<file path="src/rtl/tmr_pair_ctl.sv">
module tmr_pair_ctl #(
  parameter int CNT_W = 16
) (
  input  logic             clk,
  input  logic             rst_n,
  input  logic             wr_en,
  input  logic [7:0]       wr_data,
  input  logic             cascade_off,
  input  logic             gate1,
  input  logic             gate2,
  output logic [7:0]       cfg,
  output logic [CNT_W-1:0] count1,
  output logic [CNT_W-1:0] count2
);
  localparam logic [7:0] RUN_MASK = 8'h11;

  logic locked, casc, gm1_eff, gm2_eff, en1, en2, wrap1, inc2;
  logic [7:0] cfg_nx;

  assign locked  = cfg[4] | cfg[0];
  assign cfg_nx  = locked ? ((cfg & ~RUN_MASK) | (wr_data & RUN_MASK)) :
                   ((wr_data & ~RUN_MASK) != (cfg & ~RUN_MASK)) ? (wr_data & ~RUN_MASK) :
                   wr_data;

  always_ff @(posedge clk) begin
    if (!rst_n)     cfg <= '0;
    else if (wr_en) cfg <= cfg_nx;
  end

  assign casc    = cfg[7] & ~cascade_off;
  assign gm2_eff = cfg[3];
  assign gm1_eff = cfg[6] ? cfg[2] : cfg[3];
  assign en1     = cfg[0] & ~cfg[1] & (gm1_eff | gate1);
  assign en2     = cfg[4] & ~cfg[5] & (gm2_eff | gate2);
  assign wrap1   = en1 & (&count1);
  assign inc2    = casc ? (wrap1 & cfg[4] & ~cfg[5]) : en2;

  always_ff @(posedge clk) begin
    if (!rst_n || !cfg[0]) count1 <= '0;
    else if (en1)          count1 <= count1 + 1'b1;
  end

  always_ff @(posedge clk) begin
    if (!rst_n || !cfg[4]) count2 <= '0;
    else if (inc2)         count2 <= count2 + 1'b1;
  end

  // mode bits are frozen while a timer runs
  p_locked_modes_r3: assert property (@(posedge clk) disable iff (!rst_n)
    (cfg[4] | cfg[0]) |=> ((cfg & ~RUN_MASK) == $past(cfg & ~RUN_MASK)));

  // a timer never starts on the same write that changes a mode
  p_no_mode_and_start_r4: assert property (@(posedge clk) disable iff (!rst_n)
    ($rose(cfg[0]) || $rose(cfg[4])) |-> ((cfg & ~RUN_MASK) == $past(cfg & ~RUN_MASK)));

  // a timer held in reset shows a zero count
  p_hold_zero_r5: assert property (@(posedge clk) disable iff (!rst_n)
    (!cfg[0]) |=> (count1 == '0));

  // a stopped timer keeps its count
  p_stop_freeze_r6: assert property (@(posedge clk) disable iff (!rst_n)
    (cfg[1] && cfg[0]) |=> $stable(count1));

  // in cascade, the high half moves only on a low-half wrap
  p_cascade_hold_r10: assert property (@(posedge clk) disable iff (!rst_n)
    (cfg[7] && !cascade_off && !(&count1) && cfg[4]) |=> $stable(count2));
endmodule

</file>
<file path="config.mk">
export PLATFORM = sky130hd
export DESIGN_NAME = tmr_pair_ctl
export DESIGN_NICKNAME = d
export VERILOG_FILES = /design/src/rtl/tmr_pair_ctl.sv
export SDC_FILE = /design/constraint.sdc
export NUM_CORES = 1
export LEC_CHECK = 0
export BUFFER_PORTS_ARGS = -buffer_cell sky130_fd_sc_hd__clkbuf_2
export CAP_MARGIN = 30
export CORE_UTILIZATION = 51
export CTS_CLUSTER_DIAMETER = 60
export DETAILED_ROUTE_END_ITERATION = 16
export GPL_ROUTABILITY_DRIVEN = 0
export PLACE_DENSITY = 0.82
export SYNTH_ARGS = -nofsm -noshare
export SYNTH_HDL_FRONTEND = slang
export SYNTH_SLANG_ARGS = --single-unit
</file>
<file path="constraint.sdc">
create_clock -name clk -period 3.1 [get_ports clk]
set_clock_uncertainty 0.2 [all_clocks]
set_input_delay 0.62 -clock clk [delete_from_list [all_inputs] [get_ports clk]]
set_output_delay 0.62 -clock clk [all_outputs]
set_load 0.05 [all_outputs]
</file>
==> out/metrics.csv, run 1 <==
metric,value,unit
Synth Register Bits,40,
cell taking the most area after synthesis,dfxtp_1,
post-layout min period,2.64,ns
layout cells sized above 1,24.1,%
vias in the first global route,1532,
Post-CTS Resized,0,
Diodes inserted,0,
DR vias,1781,
post-synthesis adder-cell area fraction,1.34,%
P_int,0.650,mW
main combinational cell family by area after synthesis,simple AND/OR/NAND/NOR gates,
actual slew at the worst max-slew pin,0.681,ns
sequential-to-total area share from yosys stat,42.8,%
hpwl dp,2.98,mm
Die Wd,62.6,um
worst min-delay path category,in -> reg,
synthesized cell area,1870,sq um
Post-synth EDFFs,0,
Clock Power Share,32.7,%
syn nets,230,
VDD IR-drop max,252,uV
# DRC,0,
Die H,62.6,um
Post-Synth Simple-Gate Area,25.9,%
RSZ-0062 raised after global routing,no,
FP Rows,21,
# hold bufs at CTS,0,
"Design Area, Final",2240,sq um
global route overflow,0,
sequential fraction of design power,60.6,%
final setup vio count,0,
Core Box Area,3420,sq um
die area,3920,sq um
final hold viol count,0,
initial detailed-routing violation count,74,
Compound-Gate Fraction of Synth Area,15.1,%
Crit. End Element,register,
Startpoint Class,register,
post-synthesis mux area share,4.34,%
post-DR wirelength/cell,12.8,um
"antenna viol nets, final",0,
# H-tree levels,2,
Power per Cell Area,386,nW/um^2
net switching power,0.217,mW
Syn Area/Cell,8.75,sq um
status,completed,
Max Slew Vio Count,0,
Num CTS Buffers,5,
clock-pin slew on the worst setup and hold paths,0.12,ns
"Arr. time, crit path",2.73,ns
nets@finish,285,
post-synthesis cell count,214,
synthesis-to-layout area growth,19.8,%
most frequent cells in the layout,"clkbuf_2 (53), dfxtp_1 (40), a21oi_1 (20)",
first-pass GRT wire length,6.89,mm
Post-CTS Setup Inserts,0,
Leak,0.835,nW
combinational power share,6.7,%
flop-to-flop setup slack,0.46,ns
CTS tree,yes,
Area after DPL,2180,sq um
Fillers,324,
crit path kind,reg -> reg,
initial antenna violation count,0,
"Top FF cell, synth",dfxtp_1,
Max Cap Viol,0,
synthesis warning total,0,
area fraction of the dominant cell type after synthesis,42.8,%
Multi-input gate area,1020,sq um
port bufs,53,
clock latency on the worst-skew pair,0.36,ns
Root Buffer,clkbuf_4,
fin crit share,85.2,%
Slew HR,54.4,%
sw frac,25.0,%
WHS,0.274,ns
largest net degree at the start of global routing,18,
largest cells by area after synthesis,"dfxtp_1 (43%), a21oi_1 (5.3%), or3_1 (4.7%)",
Crit path required time,3.19,ns
register area,801,sq um
IO Count,54,
Initial Util,54.8,%
XOR/XNOR share of the synthesized area,7.95,%
CTS Buffer Depth,2,
gr usage total,22.1,%
Synth cell types,36,
Vias/cell,5.64,
worst-path fanout max,17,
drt pass-1 iters,4,
post-synthesis async set-or-reset flop share,0,%
setup_tns,0,ns
clk sink count,40,
"most common cell after layout, fill and taps aside",clkbuf_2,
final wirelength,4.05,mm
fmax,0.379,GHz
-- cells in the mapped netlist, types with 3 or more instances --
master / count
nor2b_1: 8
dfxtp_1: 40
nand3_1: 5
o31ai_1: 4
or4_1: 4
xnor2_1: 10
nand2_1: 12
o21ai_0: 12
xor2_1: 7
mux2i_1: 7
a21oi_1: 20
nand4_1: 11
nor2_1: 17
clkbuf_1: 4
inv_1: 5
and3_1: 7
o21ai_1: 3
nor3_1: 4
or3_1: 14
-- stage by stage --
step	setup slack [ns]	utilization, %	std cells	total power, mW
after floorplan	0.362	-	214	0.574
after global placement	0.566	63.8	308	0.594
after detailed placement	0.496	63.8	308	0.595
after CTS	0.468	65.6	316	0.866
after global routing	0.257	65.6	316	0.900
final	0.459	65.6	316	0.866
-- sequential cells by signal, indices dropped and copies added (netlist names) --
register  count
cfg           8
count2       16
count1       16
-- power groups by stage --
| stage | Combinational (mW) | Clock [mW] | Sequential [mW] |
|---|---|---|---|
| 2_1_floorplan | 0.0218 | 0 | 0.552 |
| 3_3_place_gp | 0.0576 | 0 | 0.537 |
| 3_5_place_dp | 0.0584 | 0 | 0.537 |
| 4_1_cts | 0.0586 | 0.282 | 0.525 |
| 5_1_grt | 0.0630 | 0.310 | 0.527 |
| 6_report | 0.0581 | 0.283 | 0.525 |
-- worst max-delay path: stages, from the launching register on --
cell,delay [ns]
dfxtp_1,0.40
ha_1,0.22
and4b_1,0.21
o2111ai_2,0.17
o41a_1,0.61
buf_4,0.27
or3_1,0.35
a21oi_1,0.14
-- cell families after synthesis --
| group | count (synthesis) |
|---|---|
| flip-flops | 40 |
| AO/OA/AOI/OAI | 47 |
| multiplexers | 8 |
| AND/OR/NAND/NOR | 88 |
| XOR/XNOR | 17 |
| buffers and inverters | 12 |
| adder cells (fa/ha/maj) | 2 |
-- layout make-up --
| class | instances | share of cell area [%] |
|---|---|---|
| multi-input cells | 162 | 45.6 |
| clock inverters | 2 | 0.446 |
| inverters | 5 | 0.837 |
| well taps | 46 | 2.57 |
| flip-flops and latches | 40 | 35.7 |
| repair buffers | 55 | 12.5 |
| clock buffers | 6 | 2.29 |
-- path summary, 6_finish.rpt --
| kind | endpoint | from | depth (start not counted) |
|---|---|---|---|
| min reg2reg | count2[15]$_SDFFE_PP0P_ | count2[15]$_SDFFE_PP0P_ | 2 |
| max | count2[3]$_SDFFE_PP0P_ | count1[0]$_SDFFE_PP0N_ | 7 |
| max reg2reg | count2[3]$_SDFFE_PP0P_ | count1[0]$_SDFFE_PP0N_ | 7 |
| min | cfg[4]$_SDFFE_PN0P_ | wr_data[4] | 2 |
-- per-layer routing --
| layer | vias up | global-route usage [%] | share of wire, % |
|---|---|---|---|
| li1 | 895 | - | - |
| met2 | 53 | 34.0 | 44 |
| met4 | 0 | 8.72 | 1.7 |
| met5 | - | 0 | 0 |
| met1 | 826 | 29.9 | 49 |
| met3 | 7 | 5.11 | 4.8 |
Power figures use the tool's default switching activity.
==> run 2, diff against run 1 <==
- CORE_UTILIZATION: 51 -> 53
- CTS_BUF_LIST: default -> sky130_fd_sc_hd__clkbuf_4 sky130_fd_sc_hd__clkbuf_8
- PLACE_DENSITY: 0.82 -> 0.84
==> run 2 against run 1 <==
Compared with the run above:
- fmax down 4.8%
- wire length down 1.4%
- power up 0.70%
- core utilization up 0.95 points
- via count down 3.1%
- highest routed layer unchanged
- first-iteration DRC count down 12%
- flip-flop and latch count unchanged
- hold slack better by 0.0073 ns
==> out/metrics.csv, run 2 (synthesis results as in run 1) <==
metric,value,unit,change
Core Box Area,3360,sq um,-1.5%
IO Count,54,,unchanged
Worst Setup SP,count1[0]$_SDFFE_PP0N_,,
status,completed,,
final hold viol count,0,,unchanged
# DRC,0,,unchanged
nets@finish,284,,-0.35%
post-layout min period,2.77,ns,+0.132 ns
Vias/cell,5.48,,-2.8%
Final WS setup,0.327,ns,-0.132 ns
WHS,0.282,ns,+0.00727 ns
final wirelength,3.99,mm,-1.4%
clk sink count,40,,unchanged
Min-Delay Endpoint,cfg[0]$_SDFFE_PN0P_,,
vias in the first global route,1492,,-2.6%
Initial Util,55.7,%,+0.86 points
hpwl dp,2.91,mm,-2.6%
"antenna viol nets, final",0,,unchanged
actual slew at the worst max-slew pin,0.868,ns,+0.186 ns
CTS Buffer Depth,2,,unchanged
post-DR wirelength/cell,12.7,um,-1.1%
Area after DPL,2170,sq um,-0.34%
flop-to-flop setup slack,0.33,ns,-0.13 ns
DR vias,1725,,-3.1%
"most common cell after layout, fill and taps aside",clkbuf_2,,
RR Startpoint,count1[0]$_SDFFE_PP0N_,,
"Design Area, Final",2240,sq um,-0.11%
RSZ-0062 raised after global routing,no,,
FP Rows,21,,unchanged
first-pass GRT wire length,6.43,mm,-6.6%
synthesis-to-layout area growth,19.7,%,
Max Slew Vio Count,0,,unchanged
drt pass-1 iters,4,,unchanged
Place WS,0.351,ns,-0.145 ns
Diodes inserted,0,,unchanged
clock-pin slew on the worst setup and hold paths,0.11,ns,about the same
Power per Cell Area,389,nW/um^2,+0.81%
Root Buffer,clkbuf_4,,
fmax,0.361,GHz,-4.8%
reg2reg path depth,6,,-1
top flop regs,"count1 (16), count2 (16), cfg (8)",,
port bufs,53,,unchanged
Startpoint Class,register,,
Slew HR,42.2,%,-12 points
global route overflow,0,,unchanged
Hold Path Cell Cnt,2,,unchanged
Total Power,0.872,mW,+0.70%
most frequent cells in the layout,"clkbuf_2 (53), dfxtp_1 (40), a21oi_1 (20)",,
Post-CTS Setup Inserts,0,,unchanged
Post-CTS Resized,0,,unchanged
gr usage total,22.9,%,+0.77 points
worst min-delay path category,in -> reg,,
worst-path fanout max,30,,+13
VDD IR-drop max,235,uV,-6.6%
Crit path required time,3.16,ns,-0.03 ns
CTS tree,yes,,
Max Cap Viol,0,,unchanged
setup_tns,0,ns,unchanged
clock latency on the worst-skew pair,0.34,ns,-0.02 ns
# H-tree levels,2,,unchanged
final setup vio count,0,,unchanged
Num CTS Buffers,5,,unchanged
die area,3770,sq um,-3.6%
"Arr. time, crit path",2.84,ns,+0.11 ns
Die Wd,61.4,um,-1.8%
fin crit share,89.4,%,+4.3 points
hold path start,wr_data[0],,
crit path kind,reg -> reg,,
RR Endpoint,count2[5]$_SDFFE_PP0P_,,
# hold bufs at CTS,0,,unchanged
Die H,61.4,um,-1.8%
initial detailed-routing violation count,65,,-12%
initial antenna violation count,0,,unchanged
Crit. End Element,register,,
layout cells sized above 1,23.8,%,-0.28 points
largest net degree at the start of global routing,31,,+13
Fillers,325,,+0.31%
Leak,0.833,nW,-0.33%
-- run 2: changes by cell type in the layout (fill, tap and decap cells not counted) --
cell / change
clkbuf_4: +2
clkinv_2: -2
buf_4: -1
-- run 2: how the worst max path moves through the flow --
stage / endpoint / slack [ns] / cells past startpoint
global route: count2[6]$_SDFFE_PP0P_ / 0.09 / 6
floorplan: count2[8]$_SDFFE_PP0P_ / 0.36 / 7
detailed placement: count2[5]$_SDFFE_PP0P_ / 0.35 / 6
global placement: count2[6]$_SDFFE_PP0P_ / 0.44 / 6
finish: count2[5]$_SDFFE_PP0P_ / 0.33 / 6
CTS: count2[5]$_SDFFE_PP0P_ / 0.32 / 6
-- run 2: critical path, cell delays in order, from the launching register on --
cell,delay [ns]
dfxtp_1,0.40
ha_1,0.23
and4b_1,0.21
o2111ai_2,0.16
o41a_1,0.72
or4b_1,0.60
a21oi_1,0.17
-- run 2: metal layers --
metal / vias to the layer above / routed length, um / GRT usage, %
li1: 902 / - / -
met1: 785 / 1950 / 31.5
met2: 33 / 1830 / 35.4
met3: 5 / 172 / 5.67
met4: 0 / 38 / 7.62
met5: - / 0 / 0
-- run 2: cell type report --
type	instances	area (sq um)	share of cell area [%]
multi-input cells	162	1020	45.7
clock buffers	8	66.3	2.96
inverters	5	18.8	0.838
flip-flops and latches	40	801	35.8
repair buffers	54	273	12.2
well taps	46	57.6	2.57
-- run 2: stage by stage --
stage / utilization [%] / cells
2_1_floorplan: - / 214
3_3_place_gp: 64.6 / 307
3_5_place_dp: 64.6 / 307
4_1_cts: 66.6 / 315
5_1_grt: 66.6 / 315
6_report: 66.6 / 315
-- run 2: power by group --
| part | total [mW] | internal, mW | switching (mW) | leakage, nW |
|---|---|---|---|---|
| sequential | 0.525 | 0.519 | 0.00647 | 0.323 |
| combinational | 0.0582 | 0.0227 | 0.0355 | 0.470 |
| clock | 0.289 | 0.130 | 0.159 | 0.0394 |
| total | 0.872 | 0.671 | 0.201 | 0.833 |
